**src/rtl/dram_seq_pkg.sv**
```systemverilog
package dram_seq_pkg;

  function automatic logic tag_in_window(int tag, int base_tag, int n_banks);
    return (tag >= base_tag) && (tag < base_tag + n_banks);
  endfunction

  function automatic int bank_of(int tag, int base_tag);
    return tag - base_tag;
  endfunction

  function automatic logic phase_reached(int age, int threshold);
    return age >= threshold;
  endfunction

endpackage

```
**src/rtl/dram_win_decode.sv**
```systemverilog
module dram_win_decode
  import dram_seq_pkg::*;
#(
  parameter int TAG_W     = 2,
  parameter int BASE_TAG  = 1,
  parameter int NUM_BANKS = 2,
  parameter int BANK_W    = 1
) (
  input  logic              rst_n,
  input  logic [TAG_W-1:0]  addr_tag,
  input  logic              mreq_n,
  input  logic              ram_en,
  output logic              hit,
  output logic [BANK_W-1:0] bank
);
  logic in_win;

  always_comb begin
    in_win = tag_in_window(int'(addr_tag), BASE_TAG, NUM_BANKS);
    hit    = rst_n && !mreq_n && ram_en && in_win;
    bank   = BANK_W'(bank_of(int'(addr_tag), BASE_TAG));
  end
endmodule

```
**src/rtl/dram_phase_timer.sv**
```systemverilog
module dram_phase_timer
  import dram_seq_pkg::*;
#(
  parameter int RAS_TO_MUX = 1,
  parameter int MUX_TO_CAS = 1
) (
  input  logic clk,
  input  logic rst_n,
  input  logic hit,
  output logic col_phase,
  output logic cas_phase
);
  localparam int CAS_AT = RAS_TO_MUX + MUX_TO_CAS;
  localparam int AGE_W  = $clog2(CAS_AT + 1);

  logic [AGE_W-1:0] age_q;

  always_ff @(posedge clk or negedge rst_n) begin
    if (!rst_n)                              age_q <= '0;
    else if (!hit)                           age_q <= '0;
    else if (int'(age_q) != CAS_AT)          age_q <= age_q + 1'b1;
  end

  always_comb begin
    col_phase = hit && phase_reached(int'(age_q), RAS_TO_MUX);
    cas_phase = hit && phase_reached(int'(age_q), CAS_AT);
  end
endmodule

```
**src/rtl/dram_addr_mux.sv**
```systemverilog
module dram_addr_mux #(
  parameter int ROW_W = 7
) (
  input  logic [2*ROW_W-1:0] cell_addr,
  input  logic               col_phase,
  output logic [ROW_W-1:0]   ma
);
  always_comb
    ma = col_phase ? cell_addr[2*ROW_W-1:ROW_W] : cell_addr[ROW_W-1:0];
endmodule

```
**src/rtl/dram_addr_seq.sv**
```systemverilog
module dram_addr_seq #(
  parameter int ADDR_W     = 16,
  parameter int ROW_W      = 7,
  parameter int BASE_TAG   = 1,
  parameter int NUM_BANKS  = 2,
  parameter int RAS_TO_MUX = 1,
  parameter int MUX_TO_CAS = 1
) (
  input  logic                 clk,
  input  logic                 rst_n,
  input  logic [ADDR_W-1:0]    addr,
  input  logic                 mreq_n,
  input  logic                 wr_n,
  input  logic                 ram_en,
  output logic [ROW_W-1:0]     ma,
  output logic                 ras_n,
  output logic [NUM_BANKS-1:0] cas_n,
  output logic                 we_n
);
  localparam int CELL_W = 2 * ROW_W;
  localparam int TAG_W  = ADDR_W - CELL_W;
  localparam int BANK_W = (NUM_BANKS > 1) ? $clog2(NUM_BANKS) : 1;

  logic              hit;
  logic [BANK_W-1:0] bank;
  logic              col_phase;
  logic              cas_phase;

  dram_win_decode #(
    .TAG_W(TAG_W), .BASE_TAG(BASE_TAG), .NUM_BANKS(NUM_BANKS), .BANK_W(BANK_W)
  ) u_dec (
    .rst_n(rst_n), .addr_tag(addr[ADDR_W-1:CELL_W]), .mreq_n(mreq_n),
    .ram_en(ram_en), .hit(hit), .bank(bank)
  );

  dram_phase_timer #(
    .RAS_TO_MUX(RAS_TO_MUX), .MUX_TO_CAS(MUX_TO_CAS)
  ) u_tmr (
    .clk(clk), .rst_n(rst_n), .hit(hit),
    .col_phase(col_phase), .cas_phase(cas_phase)
  );

  dram_addr_mux #(.ROW_W(ROW_W)) u_mux (
    .cell_addr(addr[CELL_W-1:0]), .col_phase(col_phase), .ma(ma)
  );

  assign ras_n = ~hit;

  for (genvar g = 0; g < NUM_BANKS; g++) begin : g_cas
    assign cas_n[g] = ~(cas_phase && (int'(bank) == g));
  end

  assign we_n = ~(cas_phase && !wr_n);
endmodule

```
**config.mk**
```make
export PLATFORM = sky130hd
export DESIGN_NAME = dram_addr_seq
export DESIGN_NICKNAME = d
export VERILOG_FILES = /design/src/rtl/dram_seq_pkg.sv /design/src/rtl/dram_win_decode.sv /design/src/rtl/dram_phase_timer.sv /design/src/rtl/dram_addr_mux.sv /design/src/rtl/dram_addr_seq.sv
export SDC_FILE = /design/constraint.sdc
export NUM_CORES = 1
export LEC_CHECK = 0
export ABC_AREA = 1
export BUFFER_PORTS_ARGS = -buffer_cell sky130_fd_sc_hd__clkbuf_2
export CAP_MARGIN = 20
export CORE_AREA = 2 2 39 41
export DETAILED_ROUTE_END_ITERATION = 6
export DIE_AREA = 0 0 41 43
export GPL_TIMING_DRIVEN = 0
export PLACE_DENSITY = 0.53
export SETUP_SLACK_MARGIN = 0.1
export SYNTH_ARGS = -nofsm -noshare
export SYNTH_HDL_FRONTEND = slang
export SYNTH_HIERARCHICAL = 1
export SYNTH_SLANG_ARGS = --single-unit
```
**constraint.sdc**
```tcl
create_clock -name clk -period 2.4 [get_ports clk]
set_input_delay 0.72 -clock clk [delete_from_list [all_inputs] [get_ports clk]]
set_output_delay 0.72 -clock clk [all_outputs]
set_load 0.02 [all_outputs]
```
==> summary.txt, run 1 <==
Run status
  • Outcome: finished, final reports clean

Place
  • Cell Area, Placed: 459 µm²
  • # placed instances: 101
  • IO Port Bufs: 31
  • GPL Wtd Cong: roughly 0.6

Finish
  • Largest register FFs: 2
  • Antenna Cells: 0
  • Top Registers: u_tmr/age_q: 2 flops
  • Largest Register: u_tmr/age_q
  • # nets final: 115
  • Area Overhead vs Synth: 121%
  • Finished Layout Cells: 106
  • Final std cell area, no fill: 628 µm²
  • Layout cells sized above 1: 66.7%

Synth
  • Net Count, Synth: 77
  • Most common cell in the netlist: nand2_1
  • Most frequent cells after synthesis: nand2_1 (28), inv_1 (10), nand3_1 (5)
  • Mean area per synthesized cell: roughly 5.3 µm²
  • Async S/R FF share, synth: 100%
  • Yosys top cell area share: 37.0%
  • Post-synthesis sequential area ratio: 17.6%
  • Synthesis Warnings: 6
  • Synthesized flop and latch total: 2
  • Top FF cell, synth: dfrtp_1
  • Post-synth top area cell: nand2_1
  • Synthesized instance count: between 50 and 60
  • Top cells by area, synth: nand2_1 (37%), dfrtp_1 (18%), inv_1 (13%), ha_1 (8.8%), nand3_1 (8.8%)
  • Post-Synthesis Cell Area: between 200 and 300 µm²
  • Synth cell types: 10
  • Post-synth EDFFs: 0

Timing
  • Setup Viol. Count Final: 0
  • Slew at the pin closest to its max-slew limit: between 0.1 and 0.15 ns
  • Worst clock skew: 0.000685 ns
  • Final-report hold violation count: 0
  • Final Cycle Share: between 90% and 100%
  • RSZ-0062 raised after global routing: true
  • Max-slew violations: 0
  • Slew Limit Headroom: 91.7%
  • Final Critical Period: 2.33 ns
  • Peak Freq: 429 MHz

Min path
  • Hold Path Class: in -> async

Routing
  • Initial DRC Count: 7
  • Routed vias: 428
  • WL per Instance: 8.60 µm
  • Vias per cell: 4.04
  • DRT Pass-1 Iters: 4
  • Total Wirelength: 912 µm
  • Post-detailed-route count of antenna-violating nets: 0
  • # DRC: 0

Floorplan
  • Initial Util: 20.5%
  • DIE AREA: 1760 µm²
  • Die H: 43 µm
  • Core box area: 1380 µm²
  • Die W: 41 µm
  • # rows: 14
  • Num ports: 32

Job
  • Max cap viols: 0

Global routing
  • Largest net degree at the start of global routing: 9
  • Gr usage total: 10.6%
  • First-pass GRT wire length: 1200 µm
  • Vias in the first global route: about 360
  • Initial antenna violation count: 0
  • Remaining Overflow, GRT: 0

CTS
  • TritonCTS clock tree: yes
  • Clk root buf: clkbuf_4
  • Total CTS buffers: 3
  • Clock sink total: 2
  • Worst-Skew Late Latency: 0.22 ns
  • Clock Path Buffers: 2
  • CTS clk-pin slew, worst paths: ~0.03 ns
  • H-tree Lvls: 1

Worst setup path
  • Setup crit end kind: primary output
  • Crit Path Category: in -> out
  • Worst path required time: 1.68 ns
  • Crit path max fanout: 8
  • Setup crit start kind: input port
  • CP arrival: approximately 1.6 ns

Power
  • PwrDens: 290 nW/µm²
  • Static leakage: 0.343 nW
  • Peak VDD IR: 0.000246 V
==> worst max-delay path, cell delays in order <==
cell and delay (ns):
buf_6 0.10, inv_4 0.04, nand3_4 0.07, nor2_4 0.12
inv_2 0.04, nor2_2 0.08, buf_6 0.15, inv_8 0.05
nand2_2 0.06, nand2_2 0.05, buf_6 0.12
==> per-stage QoR <==
step	setup TNS [ns]	power (mW)	utilization, %	worst slack (ns)	hold slack (ns)
after floorplan	0	0.0581	-	0.132	0.424
after global placement	-0.926	0.0817	33.2	-0.142	0.485
after detailed placement	-0.947	0.0822	33.2	-0.140	0.492
after CTS	0	0.169	37.8	0.00484	0.276
after global routing	-0.0463	0.195	45.4	-0.0197	0.291
final	0	0.182	45.4	0.0692	0.295
==> cells by family (layout without fill, tap and decap cells) <==
logic type,count (synthesis),after routing,synth area share [%]
fa+ha+maj,2,2,8.81
flops,2,2,17.6
simple gates,37,37,53.7
buf+inv,13,49,19.8
==> what timing repair did <==
action | CTS | global route
setup buffers | 2 | 0
pin swaps | 3 | 9
resized for setup | 7 | 45
hold buffers | 0 | 0
endpoints found under the setup margin | 7 | 10
==> report_power, final <==
group          switching [mW]  internal, mW
logic                  0.0336        0.0390
clock network          0.0194        0.0552
registers            0.000306        0.0346
==> layout by cell type, fill, tap and decap left out <==
master | netlist | routed
clkbuf_4 | 0 | 3
nand2_2 | 2 | 13
buf_6 | 1 | 10
nor2_4 | 0 | 1
buf_8 | 0 | 1
inv_1 | 10 | 6
nand2_1 | 28 | 16
ha_1 | 2 | 2
inv_8 | 0 | 1
nand3_4 | 0 | 1
clkbuf_2 | 0 | 18
dfrtp_1 | 2 | 2
nor2_2 | 1 | 1
inv_4 | 0 | 1
nand3_1 | 5 | 4
buf_4 | 0 | 2
buf_2 | 0 | 3
nand2_4 | 0 | 1
inv_2 | 2 | 4
==> final timing paths <==
path | startpoint | to | slack (ns) | depth (start not counted)
worst min register to register | u_tmr/age_q[0]$_DFFE_PN0P_ | u_tmr/age_q[0]$_DFFE_PN0P_ | 0.49 | 2
worst max-delay path | mreq_n | ma[4] | 0.07 | 11
worst min-delay path | rst_n | u_tmr/age_q[1]$_DFFE_PN0P_ | 0.30 | 1
min in group clk | u_tmr/age_q[0]$_DFFE_PN0P_ | u_tmr/age_q[0]$_DFFE_PN0P_ | 0.49 | 2
max in group asynchronous | rst_n | u_tmr/age_q[0]$_DFFE_PN0P_ | 1.99 | 1
worst max register to register | u_tmr/age_q[0]$_DFFE_PN0P_ | u_tmr/age_q[1]$_DFFE_PN0P_ | 1.43 | 5
==> routing by layer <==
layer  part of all wire, %  global-route usage [%]  routed length (µm)  vias up
li1                      -                       -                   -      228
met4                     0                    10.0                   0        0
met5                     0                       0                   0        -
met3                   9.2                    3.14                  84        0
met2                    59                    17.5                 538       21
met1                    32                    9.03                 289      179
==> layout make-up <==
| type | count | area (µm²) |
|---|---|---|
| multi-input combinational | 39 | 233 |
| sequential | 2 | 50.0 |
| buffer | 1 | 11.3 |
| timing repair buffer | 33 | 236 |
| fill | 139 | 756 |
| inverter | 12 | 55.1 |
| clock buffer | 3 | 22.5 |
| tap | 16 | 20.0 |
No activity file was read; power rests on OpenSTA's default activity.
==> run 2: changes to the inputs <==
--- a/config.mk
+++ b/config.mk
@@ -13,7 +13,7 @@
 export DIE_AREA = 0 0 41 43
 export GPL_TIMING_DRIVEN = 0
 export PLACE_DENSITY = 0.53
-export SETUP_SLACK_MARGIN = 0.1
+export SETUP_SLACK_MARGIN = 0.15
 export SYNTH_ARGS = -nofsm -noshare
 export SYNTH_HDL_FRONTEND = slang
 export SYNTH_HIERARCHICAL = 1
==> run 2 against run 1 <==
Count of clock-buffer cells in the layout unchanged. Cell area up 11%. Worst setup slack worse by 0.015 ns. Sequential share of layout area down 0.76 points. Clock power down 3%. Sequential power about the same. Hold slack better by 0.0050 ns. Die area unchanged. Clock skew about the same. Global-route usage down 1.6 points. Register-to-register slack about the same. Non-clock buffer count up 3.
==> summary.txt, run 2 (synthesis gave the netlist of run 1 again) <==
Routing
  • # DRC: 0 (unchanged)
  • Routed vias: 450 (+5.1%)
  • Total Wirelength: 900 µm (-1.3%)
  • WL per Instance: 8.26 µm (-4.0%)
  • Vias per cell: 4.13 (+2.2%)
  • DRT Pass-1 Iters: 1 (-3)
  • Post-detailed-route count of antenna-violating nets: 0 (unchanged)
  • Initial DRC Count: 0 (-7)

CTS
  • TritonCTS clock tree: yes
  • CTS clk-pin slew, worst paths: 0.03 ns (about the same)
  • Clock Path Buffers: 2 (unchanged)
  • Total CTS buffers: 3 (unchanged)
  • H-tree Lvls: 1 (unchanged)
  • Clk root buf: clkbuf_4
  • Worst-Skew Late Latency: 0.22 ns (about the same)
  • Clock sink total: 2 (unchanged)

Timing
  • Worst clock skew: 0.000848 ns (+0.000162 ns)
  • RSZ-0062 raised after global routing: true
  • Slew at the pin closest to its max-slew limit: 0.142 ns (+0.0172 ns)
  • Slew Limit Headroom: 90.5% (-1.1 points)
  • Final-report hold violation count: 0 (unchanged)
  • Peak Freq: 426 MHz (-0.63%)
  • Final Critical Period: 2.35 ns (+0.0149 ns)
  • Final Cycle Share: 97.7% (+0.62 points)
  • Max-slew violations: 0 (unchanged)
  • Setup Viol. Count Final: 0 (unchanged)
  • Setup ws final: 0.0544 ns (-0.0149 ns)

Worst setup path
  • Cells along the critical path: buf_6 > inv_4 > nand3_4 > nor2_4 > inv_2 > nor2_2 > buf_6 > inv_8 > nand2_2 > nand2_2 > buf_6
  • Crit Path Category: in -> out
  • FF-to-FF Start: u_tmr/age_q[0]$_DFFE_PN0P_
  • Setup crit start kind: input port
  • Max incr delay on CP: 0.15 ns (about the same)
  • Worst path required time: 1.68 ns (about the same)
  • Crit path launch: mreq_n
  • Cell mode on critical path: buf_6
  • CP arrival: 1.63 ns (+0.02 ns)
  • Critical path's slowest cell: buf_6
  • Crit path max fanout: 8 (unchanged)
  • Setup crit end kind: primary output

Finish
  • Finished Layout Cells: 109 (+2.8%)
  • Top Registers: u_tmr/age_q: 2 flops
  • Area Overhead vs Synth: 144%
  • Layout cells sized above 1: 73.1% (+6.5 points)
  • Antenna Cells: 0 (unchanged)
  • Most frequent cells in the layout: nand2_2 (18), buf_6 (17), clkbuf_2 (16), nand2_1 (12), inv_1 (5)
  • Final Core Density: 50.2% (+4.8 points)
  • Final std cell area, no fill: 694 µm² (+11%)
  • Largest register FFs: 2 (unchanged)
  • Most common cell after layout, fill and taps aside: nand2_2
  • Largest Register: u_tmr/age_q
  • # nets final: 118 (+2.6%)

Min path
  • Hold Path Class: in -> async

Place
  • Cell Area, Placed: 464 µm² (+1.1%)
  • # placed instances: 101 (unchanged)
  • Dpl ws: -0.110 ns (+0.0293 ns)
  • Post-DP HPWL: 586 µm
  • GPL Wtd Cong: 0.560 (-4.2%)
  • IO Port Bufs: 31 (unchanged)

Power
  • Static leakage: 0.376 nW (+9.6%)
  • Comb pwr share: 41.7% (+1.8 points)
  • Psw: 0.0526 mW (-1.3%)
  • Sw Share: 28.5% (-0.79 points)
  • Peak VDD IR: 0.000170 V (-31%)
  • Pint: 0.132 mW (+2.5%)
  • PwrDens: 266 nW/µm² (-8.3%)
  • Clk pwr share: 39.4% (-1.6 points)
  • Pwr Total: 0.185 mW (+1.4%)
  • Sequential Power Share: 18.9% (-0.3 points)

Floorplan
  • Core box area: 1380 µm² (unchanged)
  • Die H: 43 µm (unchanged)
  • Initial Util: 20.5% (unchanged)
  • DIE AREA: 1760 µm² (unchanged)
  • Num ports: 32 (unchanged)
  • Die W: 41 µm (unchanged)
  • # rows: 14 (unchanged)

Global routing
  • Remaining Overflow, GRT: 0 (unchanged)
  • First-pass GRT wire length: 1080 µm (-10%)
  • Largest net degree at the start of global routing: 9 (unchanged)
  • Gr usage total: 8.94% (-1.6 points)
  • Initial antenna violation count: 0 (unchanged)
  • Vias in the first global route: 330 (-7.6%)

Run status
  • Outcome: finished, final reports clean

Job
  • Max cap viols: 0 (unchanged)
==> run 2: stage by stage <==
stage / hold WS, ns / setup TNS, ns
after floorplan: 0.424 / 0
after global placement: 0.486 / -0.674
after detailed placement: 0.496 / -0.758
after CTS: 0.279 / -0.0125
after global routing: 0.292 / -0.208
final: 0.300 / 0
==> run 2: per-layer routing <==
metal / track usage [%] / up-vias / share of wire (%)
met5: 0 / - / 0
met4: 8.00 / 0 / 1.1
met3: 1.57 / 2 / 9.3
met2: 14.1 / 20 / 55
met1: 9.35 / 194 / 34
li1: - / 234 / -
==> run 2: path summary, 6_finish.rpt <==
kind	end	slack, ns	depth (start not counted)
hold reg to reg	u_tmr/age_q[0]$_DFFE_PN0P_	0.49	2
setup reg to reg	u_tmr/age_q[0]$_DFFE_PN0P_	1.43	5
min in group clk	u_tmr/age_q[0]$_DFFE_PN0P_	0.49	2
max in group asynchronous	u_tmr/age_q[0]$_DFFE_PN0P_	1.98	1
setup / recovery	ma[3]	0.05	11
hold / removal	u_tmr/age_q[1]$_DFFE_PN0P_	0.30	1
==> run 2: layout make-up <==
type                    instances  area, µm²
inverters                      12       57.6
well taps                      16       20.0
repair buffers                 36        295
fillers                       144        689
flip-flops and latches          2       50.0
multi-input cells              39        238
plain buffers                   1       11.3
clock buffers                   3       22.5
==> run 2: power by group through the flow <==
stage	clock, mW	combinational (mW)	sequential, mW
after floorplan	0	0.0238	0.0352
after global placement	0	0.0474	0.0352
after detailed placement	0	0.0482	0.0353
after CTS	0.0774	0.0530	0.0349
after global routing	0.0792	0.0842	0.0350
final	0.0727	0.0771	0.0349
==> run 2: repair_timing <==
| action | 4_1_cts | 5_1_grt |
|---|---|---|
| endpoints found under the setup margin | 7 | 10 |
| setup buffers | 2 | 3 |
| gates resized for setup | 11 | 58 |
| hold endpoints to repair | 0 | 0 |
| hold buffers | 0 | 0 |
| pin swaps | 3 | 12 |
==> run 2: critical path: cells and delay by family <==
family / cells / cell delay [ns]
buffers and inverters: 6 / 0.49
and+or+nand+nor: 5 / 0.39
